===== config.mk =====
export PLATFORM = sky130hd
export DESIGN_NAME = scsi_cmd_seq
export DESIGN_NICKNAME = d
export VERILOG_FILES = /design/src/rtl/scsi_seq_pkg.sv /design/src/rtl/scsi_seq_decode.sv /design/src/rtl/scsi_seq_len.sv /design/src/rtl/scsi_cmd_seq.sv
export SDC_FILE = /design/constraint.sdc
export NUM_CORES = 1
export LEC_CHECK = 0
export ABC_AREA = 1
export ABC_CLOCK_PERIOD_IN_PS = 4850
export BUFFER_PORTS_ARGS = -buffer_cell sky130_fd_sc_hd__buf_2
export CELL_PAD_IN_SITES_DETAIL_PLACEMENT = 1
export CELL_PAD_IN_SITES_GLOBAL_PLACEMENT = 2
export CORE_MARGIN = 2
export CORE_UTILIZATION = 31
export CTS_BUF_LIST = sky130_fd_sc_hd__clkbuf_2 sky130_fd_sc_hd__clkbuf_4 sky130_fd_sc_hd__clkbuf_8
export DETAILED_ROUTE_END_ITERATION = 6
export PLACE_DENSITY_LB_ADDON = 0.1
export SLEW_MARGIN = 15
export SYNTH_ARGS = -nofsm -noshare
export SYNTH_HDL_FRONTEND = slang
export SYNTH_HIERARCHICAL = 1
export SYNTH_SLANG_ARGS = --single-unit

===== constraint.sdc =====
create_clock -name clk -period 4.85 [get_ports clk]
set_input_delay 0.2425 -clock clk [delete_from_list [all_inputs] [get_ports clk]]
set_output_delay 0.2425 -clock clk [all_outputs]
set_load 0.05 [all_outputs]

===== src/rtl/scsi_seq_pkg.sv =====
package scsi_seq_pkg;

    typedef enum logic [3:0] {
        OP_NOP,
        OP_FLUSH,
        OP_CHIPRST,
        OP_BUSRST,
        OP_XFER,
        OP_STATUS,
        OP_MSGOK,
        OP_SEL,
        OP_SELSTOP,
        OP_IGNORE
    } seq_op_e;

    // status bits 6:0
    localparam logic [6:0] ST_TC   = 7'h10;
    localparam logic [6:0] ST_DIN  = 7'h01;
    localparam logic [6:0] ST_CMDP = 7'h02;
    localparam logic [6:0] ST_STSP = 7'h03;

    // interrupt reasons
    localparam logic [7:0] IR_FUNC = 8'h08;
    localparam logic [7:0] IR_SVC  = 8'h10;
    localparam logic [7:0] IR_DISC = 8'h20;
    localparam logic [7:0] IR_BRST = 8'h80;

    localparam logic [2:0] STEP_CMD = 3'd4;

endpackage


===== src/rtl/scsi_seq_decode.sv =====
module scsi_seq_decode
    import scsi_seq_pkg::*;
(
    input  logic [7:0] cmd_byte,
    output logic       dma_sel,
    output seq_op_e    op
);
    assign dma_sel = cmd_byte[7];

    always_comb begin
        case (cmd_byte[6:0])
            7'h00:   op = OP_NOP;
            7'h01:   op = OP_FLUSH;
            7'h02:   op = OP_CHIPRST;
            7'h03:   op = OP_BUSRST;
            7'h10:   op = OP_XFER;
            7'h11:   op = OP_STATUS;
            7'h12:   op = OP_MSGOK;
            7'h42:   op = OP_SEL;
            7'h43:   op = OP_SELSTOP;
            default: op = OP_IGNORE;
        endcase
    end
endmodule


===== src/rtl/scsi_seq_len.sv =====
module scsi_seq_len #(
    parameter int CNT_W = 16,
    parameter int BUF_N = 32,
    parameter int REM_W = CNT_W + 2,
    parameter int LEN_W = $clog2(BUF_N) + 1
) (
    input  logic [CNT_W-1:0]        count_raw,
    input  logic signed [REM_W-1:0] remain,
    output logic [CNT_W:0]          burst_len,
    output logic [LEN_W-1:0]        cmd_len
);
    logic [CNT_W:0]   eff_cnt;
    logic [REM_W-1:0] mag;

    // a zero count stands for the full 2**CNT_W range
    assign eff_cnt = (count_raw == '0) ? {1'b1, {CNT_W{1'b0}}} : {1'b0, count_raw};
    assign mag     = remain[REM_W-1] ? REM_W'(-remain) : REM_W'(remain);

    always_comb begin
        if (mag < REM_W'(eff_cnt)) burst_len = mag[CNT_W:0];
        else                       burst_len = eff_cnt;
    end

    always_comb begin
        if (eff_cnt < (CNT_W+1)'(BUF_N)) cmd_len = eff_cnt[LEN_W-1:0];
        else                             cmd_len = LEN_W'(BUF_N);
    end
endmodule


===== src/rtl/scsi_cmd_seq.sv =====
module scsi_cmd_seq
    import scsi_seq_pkg::*;
#(
    parameter int CNT_W = 16,
    parameter int TGT_N = 8,
    parameter int ID_W  = 4,
    parameter int BUF_N = 32
) (
    input  logic                  clk,
    input  logic                  rst_n,
    input  logic                  cmd_valid,
    input  logic [7:0]            cmd_byte,
    input  logic [7:0]            tc_lo,
    input  logic [7:0]            tc_mid,
    input  logic [ID_W-1:0]       target_id,
    input  logic [TGT_N-1:0]      target_present,
    input  logic                  rst_report_dis,
    input  logic                  irq_clr,
    input  logic signed [CNT_W+1:0] tgt_len,
    input  logic                  xfer_done,
    output logic [7:0]            status,
    output logic [7:0]            intr_reason,
    output logic [2:0]            seq_step,
    output logic [4:0]            fifo_flags,
    output logic [CNT_W-1:0]      tc_cur,
    output logic                  dma_mode,
    output logic                  cmd_pending,
    output logic                  irq,
    output logic                  tgt_cmd_req,
    output logic [ID_W-1:0]       tgt_cmd_sel,
    output logic [$clog2(BUF_N):0] tgt_cmd_len,
    output logic                  xfer_req,
    output logic [CNT_W:0]        xfer_len,
    output logic                  resp_req
);
    localparam int REM_W = CNT_W + 2;
    localparam int IDX_W = $clog2(TGT_N);
    localparam int LEN_W = $clog2(BUF_N) + 1;

    typedef struct packed {
        logic [6:0]              stat;
        logic [7:0]              intr;
        logic [2:0]              step;
        logic [4:0]              flags;
        logic [CNT_W-1:0]        tc;
        logic                    dma;
        logic                    pend;
        logic                    irq;
        logic signed [REM_W-1:0] rem;
        logic                    xreq;
        logic [CNT_W:0]          xlen;
        logic                    rreq;
    } seq_state_t;

    seq_state_t st_d, st_q;

    logic             dma_sel;
    seq_op_e          op;
    logic [CNT_W-1:0] count_now;
    logic [CNT_W:0]   burst_len;
    logic [LEN_W-1:0] cmd_len;
    logic             tgt_ok;
    logic             dispatch;

    scsi_seq_decode u_decode (
        .cmd_byte (cmd_byte),
        .dma_sel  (dma_sel),
        .op       (op)
    );

    // the count reload of a DMA command is visible to the same command
    assign count_now = dma_sel ? {tc_mid, tc_lo} : st_q.tc;

    scsi_seq_len #(
        .CNT_W (CNT_W),
        .BUF_N (BUF_N),
        .REM_W (REM_W),
        .LEN_W (LEN_W)
    ) u_len (
        .count_raw (count_now),
        .remain    (st_q.rem),
        .burst_len (burst_len),
        .cmd_len   (cmd_len)
    );

    assign tgt_ok   = (target_id < ID_W'(TGT_N)) && target_present[target_id[IDX_W-1:0]];
    assign dispatch = cmd_valid && (((op == OP_SEL) && tgt_ok) || ((op == OP_XFER) && st_q.pend));

    always_comb begin
        st_d      = st_q;
        st_d.xreq = 1'b0;
        st_d.rreq = 1'b0;
        if (irq_clr) st_d.irq = 1'b0;

        if (xfer_done) begin
            st_d.stat  = st_q.stat | ST_TC;
            st_d.intr  = IR_SVC;
            st_d.step  = '0;
            st_d.flags = '0;
            st_d.tc    = '0;
            st_d.irq   = 1'b1;
            if (st_q.rem > 0) st_d.rem = st_q.rem - $signed({1'b0, st_q.xlen});
            else              st_d.rem = st_q.rem + $signed({1'b0, st_q.xlen});
        end

        if (cmd_valid) begin
            st_d.dma = dma_sel;
            if (dma_sel) st_d.tc = {tc_mid, tc_lo};
            case (op)
                OP_FLUSH: begin
                    st_d.intr  = IR_FUNC;
                    st_d.step  = '0;
                    st_d.flags = '0;
                end
                OP_CHIPRST: st_d = '0;
                OP_BUSRST: begin
                    st_d.intr = IR_BRST;
                    if (!rst_report_dis) st_d.irq = 1'b1;
                end
                OP_SEL, OP_SELSTOP: begin
                    if (!tgt_ok) begin
                        st_d.stat = '0;
                        st_d.intr = IR_DISC;
                        st_d.step = '0;
                        st_d.irq  = 1'b1;
                    end else if (op == OP_SELSTOP) begin
                        st_d.pend = 1'b1;
                        st_d.stat = ST_TC | ST_CMDP;
                        st_d.intr = IR_SVC | IR_FUNC;
                        st_d.step = STEP_CMD;
                        st_d.irq  = 1'b1;
                    end
                end
                OP_XFER: begin
                    if (st_q.pend) begin
                        st_d.pend = 1'b0;
                    end else if (dma_sel) begin
                        st_d.stat = st_d.stat & ~ST_TC;
                        if (burst_len != '0) begin
                            st_d.xreq = 1'b1;
                            st_d.xlen = burst_len;
                        end
                    end
                end
                OP_STATUS, OP_MSGOK: begin
                    st_d.rreq = 1'b1;
                    st_d.irq  = 1'b1;
                    if (dma_sel) begin
                        st_d.stat = ST_TC | ST_STSP;
                        st_d.intr = IR_SVC | IR_FUNC;
                        st_d.step = STEP_CMD;
                    end else begin
                        st_d.flags = 5'd2;
                    end
                    if (op == OP_MSGOK) begin
                        st_d.intr = IR_DISC;
                        st_d.step = '0;
                    end
                end
                default: ;
            endcase

            if (dispatch) begin
                st_d.rem = tgt_len;
                if (tgt_len != 0) st_d.stat = (tgt_len > 0) ? (ST_TC | ST_DIN) : ST_TC;
                st_d.intr = IR_SVC | IR_FUNC;
                st_d.step = STEP_CMD;
                st_d.irq  = 1'b1;
            end
        end
    end

    always_ff @(posedge clk) begin
        if (!rst_n) st_q <= '0;
        else        st_q <= st_d;
    end

    assign status      = {st_q.irq, st_q.stat};
    assign intr_reason = st_q.intr;
    assign seq_step    = st_q.step;
    assign fifo_flags  = st_q.flags;
    assign tc_cur      = st_q.tc;
    assign dma_mode    = st_q.dma;
    assign cmd_pending = st_q.pend;
    assign irq         = st_q.irq;
    assign tgt_cmd_req = dispatch;
    assign tgt_cmd_sel = target_id;
    assign tgt_cmd_len = cmd_len;
    assign xfer_req    = st_q.xreq;
    assign xfer_len    = st_q.xlen;
    assign resp_req    = st_q.rreq;

    // the interrupt only rises because of a command or a burst end
    a_r9_irq_cause: assert property (@(posedge clk) disable iff (!rst_n)
        $rose(irq) |-> $past(cmd_valid || xfer_done));

    a_r14_irq_clear: assert property (@(posedge clk) disable iff (!rst_n)
        (irq_clr && !cmd_valid && !xfer_done) |=> !irq);

    a_r8_burst_len: assert property (@(posedge clk) disable iff (!rst_n)
        xfer_req |-> (xfer_len != '0 && xfer_len <= (CNT_W+1)'(1 << CNT_W)));

    a_r7_pend_cause: assert property (@(posedge clk) disable iff (!rst_n)
        $rose(cmd_pending) |-> $past(cmd_valid && op == OP_SELSTOP));

    a_r6_cmd_len_cap: assert property (@(posedge clk) disable iff (!rst_n)
        tgt_cmd_req |-> (tgt_cmd_len != '0 && tgt_cmd_len <= LEN_W'(BUF_N)));

    a_r6_step_legal: assert property (@(posedge clk) disable iff (!rst_n)
        (seq_step == 3'd0) || (seq_step == STEP_CMD));
endmodule


**Yosys cells after proc, flatten, opt, wreduce, memory -nomap -nowiden**

Cells that the tools add are included.
Widths: inputs -> output; s select.

- Output and inout bits: 73
- Input port bits: 60
- Bits in registers: 79
- Logic and storage cells: 102

- Reduce and logical (&&, ||, !) cells: 18
- Add/subtract/negate cells: 3
- Mux-type cells: 42
- Eq/ne operators: 21
- $lt $le $gt $ge: 6

Operator list:

| cell | count |
|---|---|
| $mux 18 | 10 |
| $mux 79 | 1 |
| $mux 17 | 3 |
| $pmux 8 s5 | 1 |
| $mux 19 | 2 |
| $mux 37 | 1 |
| $gt 18x1->1 const B | 2 |
| $pmux 18 s2 | 1 |
| $pmux 4 s9 | 1 |
| $mux 16 | 2 |
| $reduce_bool 32->1 | 1 |
| $pmux 7 s4 | 1 |
| $eq 7x5->1 const B | 3 |
| $add 18x18->18 | 1 |
| $lt 18x17->1 | 1 |
| $neg 18->18 | 1 |
| $sub 18x18->18 | 1 |
| $lt 17x6->1 const B | 1 |
| $reduce_bool 17->1 | 1 |
| $eq 4x3->1 const B | 4 |
| $logic_not 16->1 | 1 |
| $mux 5 | 3 |
| $eq 7x2->1 const B | 2 |
| $eq 7x7->1 const B | 2 |
| other kinds (26) | 43 |

**Depth between registers and ports, before layout**

- Word-level depth: 11
- Gate-level depth with buffers: 30
- Gate-level depth less buffers: 28

**By module**

Netlist, hierarchy kept.

By module, submodules not included:

| module | area each (µm²) | cells an instance | sequential area each (µm²) | instances |
|---|---|---|---|---|
| scsi_cmd_seq | 6033.3 | 973 | 1581.5 | 1 |
| scsi_seq_len | 1450.1 | 253 | 0.0 | 1 |
| scsi_seq_decode | 190.2 | 41 | 0.0 | 1 |

**Least setup slack after synthesis**

OpenSTA, ideal clock, no wires.

- Path kind: in2reg
- Start point: input port cmd_byte[7]
- End point: register st_q (netlist bit xfer_len[0])
- Buffers on the path: 5
- Arrival time: 3.933 ns
- Setup time: 0.071 ns
- Stages: 29
- Slack: 0.846 ns
- Required time: 4.779 ns
- Cells stage by stage: buf_4 -> inv_2 -> clkbuf_1 -> clkbuf_1 -> o21ai_0 -> nor4_1 -> nand2_1 -> nor3_1 -> inv_1 -> ha_1 -> inv_1 -> nor2_1 -> nand3_1 -> nor2_2 -> nand2_1 -> nor2_1 -> nor2_2 -> buf_6 -> nand2_2 -> nand2_2 -> nor2_1 -> nand3_1 -> nor4_1 -> and2_1 -> nand2_1 -> nand2_2 -> buf_2 -> nand2_1 -> a21oi_1

- Elaborated cells on any way between the ends: 13
- Classes of those cells: 1 x order compare; 2 x eq/ne; 7 x mux; 3 x reduce/logical

RTL lines:

| item | RTL line | RTL |
|---|---|---|
| from (decl) | scsi_cmd_seq.sv:12 | `input logic [7:0] cmd_byte,` |
| $mux 16 * | scsi_cmd_seq.sv:72 | `assign count_now = dma_sel ? {tc_mid, tc_lo} : st_q.tc;` |
| via count_now[0] | scsi_cmd_seq.sv:59 | `logic [CNT_W-1:0] count_now;` |
| $logic_not 16->1 | scsi_seq_len.sv:16 | `assign eff_cnt = (count_raw == '0) ? {1'b1, {CNT_W{1'b0}}} : {1'b0, count_raw};` |
| $mux 17 * | scsi_seq_len.sv:16 |  |
| $lt 18x17->1 | scsi_seq_len.sv:20 | `if (mag < REM_W'(eff_cnt)) burst_len = mag[CNT_W:0];` |
| $mux 17 * | scsi_seq_len.sv:20 |  |
| via burst_len[10] | scsi_cmd_seq.sv:60 | `logic [CNT_W:0] burst_len;` |
| $reduce_bool 17->1 * | scsi_cmd_seq.sv:139 | `if (burst_len != '0) begin` |
| $ne 2x1->1 (no line) * | - |  |
| $reduce_and 5->1 (no line) * | - |  |
| to (signal assigned) | scsi_cmd_seq.sv:175 | `else st_q <= st_d;` |
| to (decl) | scsi_cmd_seq.sv:55 | `seq_state_t st_d, st_q;` |

The timed path passes the listed nets; every way through them passes the cells marked *. The select of a mux whose other input is x is not followed.
A chain may end at the register's enable or synchronous reset.

**Final worst setup path**

- Start point: register st_q[20] (netlist name)
- End point: register st_q (netlist bit xfer_len[4])

- Elaborated cells on any way between the ends: 11
- Classes of those cells: 1 x add/sub; 1 x order compare; 1 x eq/ne; 6 x mux; 2 x reduce/logical

RTL lines:

| item | RTL line | RTL |
|---|---|---|
| $neg 18->18 | scsi_seq_len.sv:17 | `assign mag = remain[REM_W-1] ? REM_W'(-remain) : REM_W'(remain);` |
| $mux 18 * | scsi_seq_len.sv:17 |  |
| $lt 18x17->1 | scsi_seq_len.sv:20 |  |
| $mux 17 * | scsi_seq_len.sv:20 |  |
| via burst_len[16] | scsi_cmd_seq.sv:60 |  |
| $reduce_bool 17->1 * | scsi_cmd_seq.sv:139 |  |
| $ne 2x1->1 (no line) * | - |  |
| $reduce_and 5->1 (no line) * | - |  |

Marks and branches as above.

==> results by group <==
Clock tree
  • Root buffer cell: clkbuf_8
  • Hold Buf Count CTS: 0
  • Clk_lat worst skew: between 0.3 and 0.4 ns
  • H-tree Lvls: 3
  • TritonCTS clock tree: yes
  • Deepest clock path buffer count: 2
  • CTS sink count: around 80
  • Total CTS buffers: 9
  • Setup Fix Bufs, Post-CTS: 0
  • CTS resizes: 0
  • Worst-path clk slew: ~0.090 ns

Yosys
  • Syn avg cell area: around 6.1 sq um
  • Syn nets: between 1000 and 1500
  • Sequential element share of the synthesized area: between 20% and 30%
  • Yosys top cell area share: 20.6%
  • Syn Std Cell Area: approximately 7700 sq um
  • Dominant cell type by area after synthesis: dfxtp_1
  • FFs w/ async S/R, synth: 0%
  • Syn Inst Count: roughly 1300
  • Area contributors post-synth: dfxtp_1 21%, nand2_1 17%, inv_1 7.4%
  • Yosys reg bits: roughly 80
  • YS warnings: 6
  • Post-synth EDFFs: 0
  • Synth cell types: 52
  • Ys flop type: dfxtp_1

Global route
  • Remaining global-route overflow: 0
  • Largest net degree at the start of global routing: 52
  • Met1 Use GR: roughly 29%
  • First-pass GRT wire length: approximately 45 mm
  • GR Util met3: roughly 2.9%
  • Gr busiest metal: met2
  • Initial antenna violation count: 0
  • GRT Total Usage: 22.1%
  • Met2 Use GR: about two fifths
  • Vias in the first global route: between 8000 and 9000

Worst setup path
  • Worst Setup Path Type: reg -> reg
  • CP Data Arrival Time: around 4.7 ns
  • Worst setup EP type: register
  • Startpoint types: register
  • Worst Path Max Fanout: 11
  • Data required time of the worst path: between 5 and 6 ns

Drt
  • Final WL: about 29 mm
  • Post-DR vias/cell: around 4.9
  • DRT Pass-1 Iters: 4
  • DRC Markers: 0
  • DRT antenna net count: 0
  • DR WL/cell: around 17 um
  • Via count: around 8000
  • Iter 0 DRT Violations: around 340

Flow run
  • Max_cap viols: 0

Pwr
  • Static leakage power: 4.27 nW
  • Net switching power: 0.608 mW
  • Worst vdd ir: about 0.12 mV
  • Sw Share: roughly 36%
  • Power Density: about 200 nW/um^2
  • Internal Pwr Total: roughly 1.1 mW
  • Clock power share: between 30% and 40%
  • Logic pwr share: between 20% and 30%
  • Sequential group share of total power: roughly 40%

STA
  • Fmax: about 230 MHz
  • Setup total negative slack: 0 ns
  • Slew HR: between 40 and 50%
  • Fin crit period: around 4.4 ns
  • RSZ-0062 raised after global routing: false
  • Least-Margin Pin Slew: ~0.78 ns
  • Crit share post-route: about nine tenths
  • Max-slew violations: 0
  • Worst hold slack: around 0.12 ns
  • Fin Clk Skew: between 0.02 and 0.025 ns
  • Final hold violations: 0
  • Final setup fails: 0

Layout
  • Area delta synth->final: 9.88%
  • Number of diodes: 0
  • Fin nets: approximately 1400
  • Layout fillers: between 3000 and 4000
  • Layout cells sized above 1: 19.0%

Hold path
  • Worst hold path class: in -> reg

Placed design
  • # port buffers: 132
  • RePlAce Congestion: about 0.9
  • Hpwl dp: ~23 mm

Floorplan
  • Starting Density: 31.6%
  • Die height: approximately 160 um
  • Ports: between 100 and 150
  • Area of the core: 24300 sq um
  • Die ar.: 26000 sq um
  • Row count: between 50 and 60
  • Die W: 161 um

Outcome
  • Status: finished clean
cells in the final DEF, fill, tap and decap left out, types with 3 or more instances in the layout:
cell / synthesis / final
o211ai_1: 6 / 6
clkinv_1: 3 / 3
nor3b_1: 4 / 4
nor2_8: 3 / 3
o21ai_1: 5 / 5
or2_2: 9 / 9
nor3_1: 15 / 15
nand2_2: 33 / 33
o22ai_1: 17 / 17
buf_4: 63 / 13
nand2_1: 348 / 348
nor4_1: 12 / 12
inv_2: 10 / 11
nor2_1: 116 / 116
clkbuf_8: 0 / 10
nor2_2: 11 / 11
o31ai_1: 4 / 4
xor2_1: 15 / 15
nor2_4: 5 / 5
nand3_1: 78 / 78
buf_2: 3 / 132
xnor2_1: 8 / 8
inv_1: 152 / 151
ha_1: 35 / 35
dfxtp_1: 79 / 79
a21oi_1: 93 / 93
nand2_4: 6 / 6
nand4_2: 3 / 3
o21ai_0: 50 / 50
nand4_1: 25 / 25
nand3b_1: 5 / 5
power by group through the flow:
stage                     Clock [mW]  Sequential, mW  Combinational [mW]
after detailed placement           0           0.699               0.416
after global routing           0.651           0.686               0.461
after floorplan                    0           0.695               0.307
final                          0.606           0.684               0.414
after global placement             0           0.699               0.414
after CTS                      0.624           0.684               0.417
flip-flops by register name (all words and copies together), names as in the netlist:
signal	cells
xfer_len	17
seq_step	3
resp_req	1
intr_reason	8
xfer_req	1
st_q	18
irq	1
dma_mode	1
fifo_flags	5
cmd_pending	1
tc_cur	16
status	7
cells by family after synthesis:
logic type               Yosys count  synth area share [%]
adder cells (fa/ha/maj)           36                  5.97
AND/OR/NAND/NOR                  682                  41.1
buffers and inverters            261                  16.4
AO/OA/AOI/OAI                    186                  13.3
flip-flops                        79                  20.6
XOR/XNOR                          23                  2.63
stage by stage:
| step | power (mW) | instances | worst slack [ns] | utilization [%] | instance area (sq um) |
|---|---|---|---|---|---|
| 6_report | 1.70 | 1657 | 0.475 | 34.7 | 8430 |
| 2_1_floorplan | 1.00 | 1267 | 0.846 | - | 7670 |
| 3_3_place_gp | 1.11 | 1641 | 0.284 | 33.7 | 8200 |
| 3_5_place_dp | 1.11 | 1641 | 0.196 | 33.7 | 8200 |
| 4_1_cts | 1.73 | 1657 | 0.427 | 34.7 | 8430 |
| 5_1_grt | 1.80 | 1657 | 0.0664 | 34.7 | 8430 |
final timing paths:
kind | startpoint | endpoint | slack (ns) | cells after the start
worst max-delay path | st_q[20]$_SDFF_PN0_ | xfer_len[4]$_SDFFE_PN0P_ | 0.48 | 27
worst min-delay path | tgt_len[13] | st_q[32]$_SDFF_PN0_ | 0.12 | 3
worst max register to register | st_q[20]$_SDFF_PN0_ | xfer_len[4]$_SDFFE_PN0P_ | 0.48 | 27
worst min register to register | status[3]$_SDFFE_PN0P_ | status[3]$_SDFFE_PN0P_ | 0.43 | 2
cells in the mapped netlist, drive strengths merged (2+ instances only):
library cell and instances:
o21ai 57, o22ai 17, o31ai 4, nor4 12, or2 11, o211ai 6
a21oi 96, nand3 81, nor3b 4, clkinv 3, nor2 135, nor3 16
xor2 15, nand2 387, dfxtp 79, ha 35, nand3b 6, xnor2 8
inv 163, clkbuf 24, nand4 28, and2 2, buf 71
layout make-up:
cell class	count	area [sq um]	share of cell area, %
multi-input combinational	927	4830	57.3
sequential	79	1580	18.8
timing repair buffer	145	758	8.99
inverter	166	626	7.42
tap	324	405	4.81
clock buffer	10	138	1.63
clock inverter	6	92.6	1.10
metal layers:
layer  vias up  wire length [um]
met5         -                 0
met4         0               378
met3        19               800
met2       139             14000
met1      3769             13500
li1       4140                 -
critical path, stage by stage (launching register included):
cell and delay, ns:
dfxtp_1 0.53, inv_1 0.10, ha_1 0.21, nand2_1 0.07
nand2_1 0.14, nand4_2 0.21, nor2_1 0.07, nand2_1 0.06
nand2_1 0.15, ha_1 0.31, nand2_1 0.09, inv_1 0.04
nand2_1 0.05, nand2_1 0.07, nand2_1 0.08, nand2_2 0.08
nor2_8 0.18, nand2_2 0.07, nor2_2 0.51, nand2_1 0.12
nand2_1 0.10, inv_1 0.06, nand3_1 0.09, nor4_1 0.05
and2_1 0.16, nor2_1 0.38, nand4_1 0.17, a21oi_1 0.15
(Power assumes the default switching activity.)
